`src/rtl/alert_resp_pkg.sv`:
```
package alert_resp_pkg;
  typedef enum logic [1:0] {
    RSP_IDLE  = 2'd0,
    RSP_OFFER = 2'd1,
    RSP_SEND  = 2'd2
  } rsp_state_t;

  // fixed upper bits of the device address
  localparam logic [1:0] ADDR_HI = 2'b10;
endpackage

```
`src/rtl/alert_edge_latch.sv`:
```
module alert_edge_latch #(
  parameter int NUM_SRC = 6
) (
  input  logic               clk,
  input  logic               rst_n,
  input  logic [NUM_SRC-1:0] status_i,
  input  logic [NUM_SRC-1:0] enable_i,
  input  logic               clear_i,
  output logic               pending_o
);
  logic [NUM_SRC-1:0] prev_q;
  logic [NUM_SRC-1:0] rise;
  logic               set_ev;

  // prev resets high so a flag already set at reset exit is not an edge
  always_comb begin
    rise   = status_i & ~prev_q & enable_i;
    set_ev = |rise;
  end

  always_ff @(posedge clk or negedge rst_n) begin
    if (!rst_n) begin
      prev_q    <= '1;
      pending_o <= 1'b0;
    end else begin
      prev_q    <= status_i;
      // set wins over clear in the same cycle
      pending_o <= set_ev | (pending_o & ~clear_i);
    end
  end
endmodule

```
`src/rtl/ara_responder.sv`:
```
module ara_responder
  import alert_resp_pkg::*;
#(
  parameter int ADDR_LO_W = 5
) (
  input  logic                 clk,
  input  logic                 rst_n,
  input  logic                 pending_i,
  input  logic                 ara_match_i,
  input  logic [ADDR_LO_W-1:0] addr_lo_i,
  output logic                 ara_ack_o,
  output logic                 tx_valid_o,
  input  logic                 tx_ready_i,
  output logic [ADDR_LO_W+2:0] tx_data_o,
  input  logic                 bit_sent_i,
  input  logic                 arb_lost_i,
  input  logic                 done_i,
  output logic                 clear_o
);
  localparam int BYTE_W = ADDR_LO_W + 3;
  localparam int CNT_W  = $clog2(BYTE_W + 1);

  rsp_state_t           state_q;
  logic [CNT_W-1:0]     bits_q;
  logic [ADDR_LO_W-1:0] addr_q;
  logic                 full_byte;

  always_comb begin
    full_byte  = (bits_q == CNT_W'(BYTE_W));
    ara_ack_o  = (state_q == RSP_IDLE) && ara_match_i && pending_i;
    tx_valid_o = (state_q == RSP_OFFER);
    tx_data_o  = {ADDR_HI, addr_q, 1'b1};
    clear_o    = (state_q == RSP_SEND) && !arb_lost_i && done_i && full_byte;
  end

  always_ff @(posedge clk or negedge rst_n) begin
    if (!rst_n) begin
      state_q <= RSP_IDLE;
      bits_q  <= '0;
      addr_q  <= '0;
    end else begin
      unique case (state_q)
        RSP_IDLE: begin
          if (ara_ack_o) begin
            addr_q  <= addr_lo_i;
            state_q <= RSP_OFFER;
          end
        end
        RSP_OFFER: begin
          if (tx_ready_i) begin
            bits_q  <= '0;
            state_q <= RSP_SEND;
          end
        end
        RSP_SEND: begin
          if (arb_lost_i || done_i) begin
            state_q <= RSP_IDLE;
          end else if (bit_sent_i && !full_byte) begin
            bits_q <= bits_q + 1'b1;
          end
        end
        default: state_q <= RSP_IDLE;
      endcase
    end
  end
endmodule

```
`src/rtl/alert_pin_mux.sv`:
```
module alert_pin_mux (
  input  logic pending_i,
  input  logic gpo_mode_i,
  input  logic gpo_level_i,
  output logic pull_o
);
  always_comb pull_o = gpo_mode_i ? ~gpo_level_i : pending_i;
endmodule

```
`src/rtl/smb_alert_unit.sv`:
```
module smb_alert_unit #(
  parameter int NUM_SRC   = 6,
  parameter int ADDR_LO_W = 5
) (
  input  logic                 clk,
  input  logic                 rst_n,
  input  logic [NUM_SRC-1:0]   status_i,
  input  logic [NUM_SRC-1:0]   alert_en_i,
  input  logic [ADDR_LO_W-1:0] dev_addr_i,
  input  logic                 pin_mode_gpo_i,
  input  logic                 gpo_level_i,
  input  logic                 ara_match_i,
  output logic                 ara_ack_o,
  output logic                 tx_valid_o,
  input  logic                 tx_ready_i,
  output logic [ADDR_LO_W+2:0] tx_data_o,
  input  logic                 bit_sent_i,
  input  logic                 arb_lost_i,
  input  logic                 done_i,
  output logic                 alert_pull_o
);
  logic pending;
  logic clear;

  alert_edge_latch #(.NUM_SRC(NUM_SRC)) u_latch (
    .clk       (clk),
    .rst_n     (rst_n),
    .status_i  (status_i),
    .enable_i  (alert_en_i),
    .clear_i   (clear),
    .pending_o (pending)
  );

  ara_responder #(.ADDR_LO_W(ADDR_LO_W)) u_rsp (
    .clk         (clk),
    .rst_n       (rst_n),
    .pending_i   (pending),
    .ara_match_i (ara_match_i),
    .addr_lo_i   (dev_addr_i),
    .ara_ack_o   (ara_ack_o),
    .tx_valid_o  (tx_valid_o),
    .tx_ready_i  (tx_ready_i),
    .tx_data_o   (tx_data_o),
    .bit_sent_i  (bit_sent_i),
    .arb_lost_i  (arb_lost_i),
    .done_i      (done_i),
    .clear_o     (clear)
  );

  alert_pin_mux u_mux (
    .pending_i   (pending),
    .gpo_mode_i  (pin_mode_gpo_i),
    .gpo_level_i (gpo_level_i),
    .pull_o      (alert_pull_o)
  );
endmodule

```
`config.mk`:
```
export PLATFORM = sky130hd
export DESIGN_NAME = smb_alert_unit
export DESIGN_NICKNAME = d
export VERILOG_FILES = /design/src/rtl/alert_resp_pkg.sv /design/src/rtl/alert_edge_latch.sv /design/src/rtl/ara_responder.sv /design/src/rtl/alert_pin_mux.sv /design/src/rtl/smb_alert_unit.sv
export SDC_FILE = /design/constraint.sdc
export NUM_CORES = 1
export LEC_CHECK = 0
export BUFFER_PORTS_ARGS = -buffer_cell sky130_fd_sc_hd__buf_2
export CAP_MARGIN = 5
export CORE_MARGIN = 5
export CORE_UTILIZATION = 46
export DETAILED_ROUTE_END_ITERATION = 8
export PLACE_DENSITY = 0.77
export SLEW_MARGIN = 20
export SYNTH_ARGS = -nofsm -noshare
export SYNTH_HDL_FRONTEND = slang
export SYNTH_SLANG_ARGS = --single-unit
```
`constraint.sdc`:
```
create_clock -name clk -period 2.2 [get_ports clk]
set_clock_uncertainty 0.05 [all_clocks]
set_input_delay 0.44 -clock clk [delete_from_list [all_inputs] [get_ports clk]]
set_output_delay 0.44 -clock clk [all_outputs]
set_load 0.005 [all_outputs]
```
Word level (Yosys, flattened, before mapping). Index checks and enable logic that the tools add are counted.

Register bits after elaboration: 18. Bits of input ports: 26. Logic and storage cells: 45.

Add/subtract/negate cells: 1. Equal/unequal tests: 8. Multiplexer cells: 9. Bitwise logic cells: 7. Reductions and logical operators: 15.

Operator list (number): bitwise AND 6 bit (2); 2-to-1 mux 4 bit (3); inequality test 2 bit (second input constant) (4); case mux 4 bit (2 select lines) (1); logical AND 1 bit (6); 2-to-1 mux 2 bit (3); inverter 6 bit (1); case mux 2 bit (3 select lines) (1); OR reduction 6 bit (1); adder 4 x 1 -> 4 bit (second input constant) (1); equality test 4 bit (second input constant) (1); AND reduction 4 bit (1); AND reduction 3 bit (1); equality test 2 x 1 -> 1 bit (second input constant) (1); equality test 2 bit (second input constant) (1); zero test 1 bit (2); zero test 2 bit (1); inequality test 2 x 1 -> 1 bit (second input constant) (1); inverter 1 bit (2); AND reduction 2 bit (1); nonzero test 2 bit (1); bitwise AND 1 bit (1); logical OR 1 bit (1); 2-to-1 mux 1 bit (1); OR 1 bit (1).

Logic depth before layout (Yosys ltp). Gate-level depths: netlist of the first run.

Depth after elaboration: 7. Mapped depth: 5. Gate-level depth less buffers: 5.

Cells and area by module. From an unflattened synthesis of the first run, not the netlist that was laid out.

Cell total of the unflattened synthesis: 77. Area total of the unflattened synthesis: 873.3 um^2.

By module, submodules not included: ara_responder (instances 1, cells each 57, area each 613.1 um^2, sequential area each 275.3 um^2); alert_edge_latch (instances 1, cells each 18, area each 246.5 um^2, sequential area each 182.7 um^2); alert_pin_mux (instances 1, cells each 2, area each 13.8 um^2, sequential area each 0.0 um^2).

Worst setup path before layout of the first run. OpenSTA, ideal clock, no wires.

Path type: register to register. Start: register u_rsp.bits_q[0]. End: register u_latch.pending_o. Library setup time: 0.131 ns. Arrival time: 1.449 ns. Setup slack: 0.570 ns. Stages on the path, launching flop included: 6. Path buffers: 0. Path through: dfrtp_1 inv_1 ha_1 nand3b_4 o41a_1 or3_1.

Cells in the longest elaborated chain, start to end: 5.

RTL lines: from (decl) (line ara_responder.sv:24) `logic [CNT_W-1:0] bits_q;`; from (signal assigned) (line ara_responder.sv:59) `bits_q <= bits_q + 1'b1;`; equality test 4 bit (line ara_responder.sv:29) `full_byte = (bits_q == CNT_W'(BYTE_W));`; logical AND 1 bit (line ara_responder.sv:33) `clear_o = (state_q == RSP_SEND) && !arb_lost_i && done_i && full_byte;`; inverter 1 bit (line alert_edge_latch.sv:28) `pending_o <= set_ev | (pending_o & ~clear_i);`; bitwise AND 1 bit (line alert_edge_latch.sv:28); OR 1 bit (line alert_edge_latch.sv:28); to (signal assigned) (line alert_edge_latch.sv:28); to (decl) (line alert_edge_latch.sv:9) `output logic pending_o`.

No other way between the ends. A chain may end at the register's enable or synchronous reset.

Final worst setup path of the first run.
Start: register u_rsp.state_q[1]. End: output port ara_ack_o.

Cells in the longest elaborated chain, start to end: 3.

RTL lines: from (decl) (line ara_responder.sv:23) `rsp_state_t state_q;`; from (signal assigned) (line ara_responder.sv:38) `state_q <= RSP_IDLE;`; from (signal assigned) (line ara_responder.sv:46) `state_q <= RSP_OFFER;`; from (signal assigned) (line ara_responder.sv:52) `state_q <= RSP_SEND;`; zero test 2 bit (line ara_responder.sv:30) `ara_ack_o = (state_q == RSP_IDLE) && ara_match_i && pending_i;`; logical AND 1 bit (2 in a row) (line ara_responder.sv:30); to (decl) (line smb_alert_unit.sv:13) `output logic ara_ack_o,`.

No other way between the ends.

==> impl_metrics.tcl, run 1 <==
set metrics [dict create \
    wl_um 1856 \
    setup_tns_ns 0 \
    r2r-end "u_latch.pending_o" \
    yosys_warnings 0 \
    fillers 176 \
    crit_path_end_kind "primary output" \
    final_common_cell "buf_2" \
    critPathCapture "ara_ack_o" \
    cts.clk_slew.worst_paths_ns 0.10 \
    core_area_sq_mm 0.001942 \
    critPathBufInv 1 \
    synthToLayoutAreaGrowth_pct 21.50 \
    clock_path_buffers 2 \
    numCtsBuffers 3 \
    clkLatencyLatePin_ns 0.29 \
    worstSetupPathType "reg2out" \
    layout_common_cells "buf_2 (33), dfrtp_1 (12), nand2_1 (9)" \
    r2r_cells 5 \
    port_buffers 33 \
    ys_seq_area_share_pct 49.80 \
    finalMaxSlewViolations 0 \
    vias 722 \
    fp.dieW_um 54.71 \
    setup_viol_count_final 0 \
    worst_hold_slack_ns 0.01070 \
    core.rowCount 16 \
    synthFlopType "dfrtp_1" \
    yosys.area.top_type "dfrtp_1" \
    postSynthCellCount 81 \
    route.detailed.drc 0 \
    place_hpwl_um 1522 \
    hold_path.class "in2async" \
    dp.cells 137 \
    hold_buffers 0 \
    power_mw 1.017 \
    clock_sinks 18 \
    grt_start_max_net_pins 19 \
    async_flop_share_pct 100.0 \
    grt_pass1_wl_um 3125 \
    die-area_sq_mm 0.002993 \
    period_share_pct 89.98 \
    reg2reg_from "u_rsp.bits_q[0]" \
    firstDrtPassIters 4 \
    ff2ff_setup_slack_ns 0.48 \
    synth_top_area_share_pct 32.65 \
    hold_violations 0 \
    final_cells 141 \
    fin_nets 143 \
    rsz0062_at_grt "false" \
    cellLeakagePower_nw 0.5072 \
    die_y_um 54.71 \
    grt_pass1_vias 776 \
    synth_edf_count 0 \
    netlist_area_sq_um 919.6 \
    ios 37 \
    place_congestion 0.8501 \
    synth.area.top_cells "dfrtp_1 (33%), dfstp_2 (17%), mux2_2 (6.1%)" \
    cts_resized 0 \
    place_ws_ns 0.4863 \
    ys_types 32 \
    post_cts_buffers 0 \
    cpMaxStageDelayCell "dfrtp_1" \
    cap_viol_max_count 0 \
    crit_start "u_rsp.state_q[1]" \
    required_ns 1.71 \
    p_per_area_mw_per_mm2 910.2 \
    cpLargestDelayFamily "flip-flops" \
    worst-path-max-fanout 12 \
    final_period_minus_worst_setup_slack_ns 1.980 \
    startpoint_type "flop" \
    antenna_found_initial 0 \
    crit_arrival_ns 1.49 \
    root_buffer "clkbuf_4" \
    ys_ff_latch 18 \
    cts_tree "done" \
    outcome "complete, no violations" \
    critPathMaxStageDelay_ns 0.52 \
    path_cells "nor3_2, buf_2" \
    ant_nets 0 \
    via_per_inst 5.121 \
    overflow 0 \
    timing.final.ws_setup_ns 0.2204 \
    track_usage_pct 14.83 \
    peakVddDrop_v 0.0007438 \
    detail_route.iter0.violations 14 \
    synth.avg_cell_area_sq_um 11.35 \
    antenna_cells 0 \
    drive_above_1_share_pct 46.49 \
    start_util_pct 47.36 \
    wl_per_cell_um 13.16 \
    fmax_mhz 505.2 \
    cp_num_cells 2 \
    htree_levels 1 \
]
layout make-up:
type	count	area (sq um)	area share [%]
clock buffers	4	36.28	3.247
inverters	5	18.77	1.680
multi-input cells	54	405.4	36.28
flip-flops and latches	18	457.9	40.99
well taps	27	33.78	3.024
repair buffers	33	165.2	14.78
flip-flops by register name (all words and copies together), names as in the netlist:
name	count
u_rsp.bits_q	4
u_latch.prev_q	6
u_rsp.state_q	2
u_latch.pending_o	1
u_rsp.addr_q	5
cell usage after synthesis (2+ instances only):
| library cell | n |
|---|---|
| a21oi_1 | 2 |
| buf_4 | 4 |
| conb_1 | 2 |
| dfrtp_1 | 12 |
| dfstp_2 | 6 |
| ha_1 | 2 |
| inv_1 | 5 |
| mux2_2 | 5 |
| nand2_1 | 9 |
| nand3_1 | 3 |
| nand3b_1 | 4 |
| nand4_1 | 3 |
| o21ai_0 | 4 |
| o22ai_1 | 2 |
cells by family (layout without fill, tap and decap cells):
family                   count (synthesis)  after routing  synth area share, %
adder cells (fa/ha/maj)                  2              2                2.721
flip-flops                              18             18                49.80
multiplexers                             5              5                6.122
AO/OA/AOI/OAI                           15             15                11.29
AND/OR/NAND/NOR                         29             29                22.72
other                                    2              3               0.8166
buffers and inverters                   10             42                6.531
where the power goes:
group | total (mW) | switching, mW | internal (mW)
Clock | 0.200 | 0.0991 | 0.101
Combinational | 0.302 | 0.133 | 0.168
Sequential | 0.516 | 0.0980 | 0.418
stage by stage:
step	cell area (sq um)	util [%]
after global placement	1081	55.67
final	1117	57.54
after global routing	1117	57.54
after CTS	1117	57.54
after floorplan	923.4	-
after detailed placement	1081	55.67
how the worst min path moves through the flow:
stage	end	slack [ns]	cells after the start
floorplan	u_latch.pending_o	0.09	0
global placement	u_rsp.addr_q[3]	0.33	1
CTS	u_rsp.addr_q[3]	0.01	1
finish	u_rsp.addr_q[3]	0.01	1
detailed placement	u_rsp.addr_q[3]	0.34	1
global route	u_rsp.addr_q[3]	0.03	1
per-layer routing:
metal | track usage [%] | up-vias | share of wire, %
met1 | 21.10 | 331 | 46
met2 | 20.87 | 30 | 44
met3 | 4.087 | 2 | 8.7
met4 | 6.224 | 0 | 0.70
met5 | 0 | - | 0
li1 | - | 359 | -
(Power assumes the default switching activity.)
==> run 2, diff against run 1 <==
Settings changed: PLACE_DENSITY 0.77 to 0.85.
==> impl_metrics.tcl, run 2 (synthesized netlist as in run 1, its figures left out) <==
set metrics [dict create \
    outcome "complete, no violations" \
    startpoint_type "flop" \
    root_buffer "clkbuf_4" \
    post_cts_buffers 0 \
    die_y_um 54.71 \
    crit_arrival_ns 1.51 \
    timing.final.ws_setup_ns 0.2003 \
    final_common_cell "buf_2" \
    cts.clk_slew.worst_paths_ns 0.10 \
    final_util_pct 57.02 \
    track_usage_pct 13.96 \
    cts_resized 0 \
    hold_violations 0 \
    clkLatencyLatePin_ns 0.29 \
    core.rowCount 16 \
    setup_viol_count_final 0 \
    ff2ff_setup_slack_ns 0.44 \
    setup_tns_ns 0 \
    required_ns 1.71 \
    antenna_cells 0 \
    ant_nets 0 \
    worst-path-max-fanout 12 \
    crit_start "u_rsp.state_q[1]" \
    reg2reg_from "u_rsp.bits_q[1]" \
    slew_headroom_pct 66.55 \
    place_congestion 0.8610 \
    start_util_pct 47.36 \
    layout_common_cells "buf_2 (33), dfrtp_1 (12), nand2_1 (9)" \
    final_period_minus_worst_setup_slack_ns 2.000 \
    port_buffers 33 \
    hold_buffers 0 \
    antenna_found_initial 0 \
    grt_pass1_vias 715 \
    place_hpwl_um 1551 \
    numCtsBuffers 3 \
    period_share_pct 90.90 \
    wl_per_cell_um 13.31 \
    die-area_sq_mm 0.002993 \
    top_register "u_latch.prev_q" \
    ios 37 \
    peakVddDrop_v 0.0006270 \
    fp.dieW_um 54.71 \
    core_area_sq_mm 0.001942 \
    clock_sinks 18 \
    fmax_mhz 500.1 \
    worstSetupPathType "reg2out" \
    cts_tree "done" \
    htree_levels 1 \
    reg_top3 "u_latch.prev_q x6, u_rsp.addr_q x5, u_rsp.bits_q x4" \
    tightest_slew_ns 0.4991 \
    cap_viol_max_count 0 \
    largest_reg_flops 6 \
    finalMaxSlewViolations 0 \
    crit_path_end_kind "primary output" \
    route.detailed.drc 0 \
    hold_path.class "in2async" \
    rsz0062_at_grt "false" \
    design_area_sq_mm 0.001107 \
    cellLeakagePower_nw 0.5012 \
    place_ws_ns 0.4613 \
    overflow 0 \
    firstDrtPassIters 3 \
    drive_above_1_share_pct 45.61 \
    fin_nets 143 \
    synthToLayoutAreaGrowth_pct 20.41 \
    grt_start_max_net_pins 19 \
    clock_path_buffers 2 \
    detail_route.iter0.violations 8 \
    wl_um 1877 \
    via_per_inst 5.220 \
    grt_pass1_wl_um 2953 \
    place_area_sq_mm 0.001081 \
    vias 736 \
    p_per_area_mw_per_mm2 892.0 \
]
## run 2: cell counts in the layout (fill, tap and decap cells not counted)
Identical to the previous run, type by type.
## run 2: path summary, 6_finish.rpt
check                                    end  cells past startpoint
max reg2reg                u_latch.pending_o                      5
min reg2reg                  u_rsp.addr_q[2]                      1
max in group asynchronous  u_latch.prev_q[0]                      1
min                          u_rsp.bits_q[3]                      1
max                                ara_ack_o                      2
min in group clk           u_latch.prev_q[3]                      1
## run 2: routing by layer
layer / global-route usage, % / routed length, um / up-vias
li1: - / - / 356
met5: 0 / 0 / -
met2: 24.02 / 952 / 26
met4: 5.394 / 17 / 0
met3: 3.815 / 136 / 2
met1: 16.24 / 771 / 352
## run 2: final cells by class
class / instances / area, sq um
clock buffers: 4 / 26.28
fillers: 178 / 834.6
inverters: 5 / 18.77
multi-input cells: 54 / 405.4
flip-flops and latches: 18 / 457.9
well taps: 27 / 33.78
repair buffers: 33 / 165.2
## run 2: worst max-delay path, cell delays in order, from the launching register on
cell and delay (ns):
dfrtp_1 0.52, nor3_2 0.50, buf_2 0.21
## run 2: power breakdown
group	internal, mW	switching (mW)
Clock	0.0705	0.0961
Sequential	0.418	0.103
Combinational	0.168	0.133
Total	0.656	0.332
## run 2: metrics by stage
stage / instances / hold WS (ns) / total power [mW]
final: 141 / 0.0009427 / 0.9878
after global routing: 141 / 0.02378 / 1.059
after CTS: 141 / 0.005999 / 0.9986
after detailed placement: 137 / 0.3322 / 0.8335
after global placement: 137 / 0.3278 / 0.8127
after floorplan: 82 / 0.09441 / 0.7152
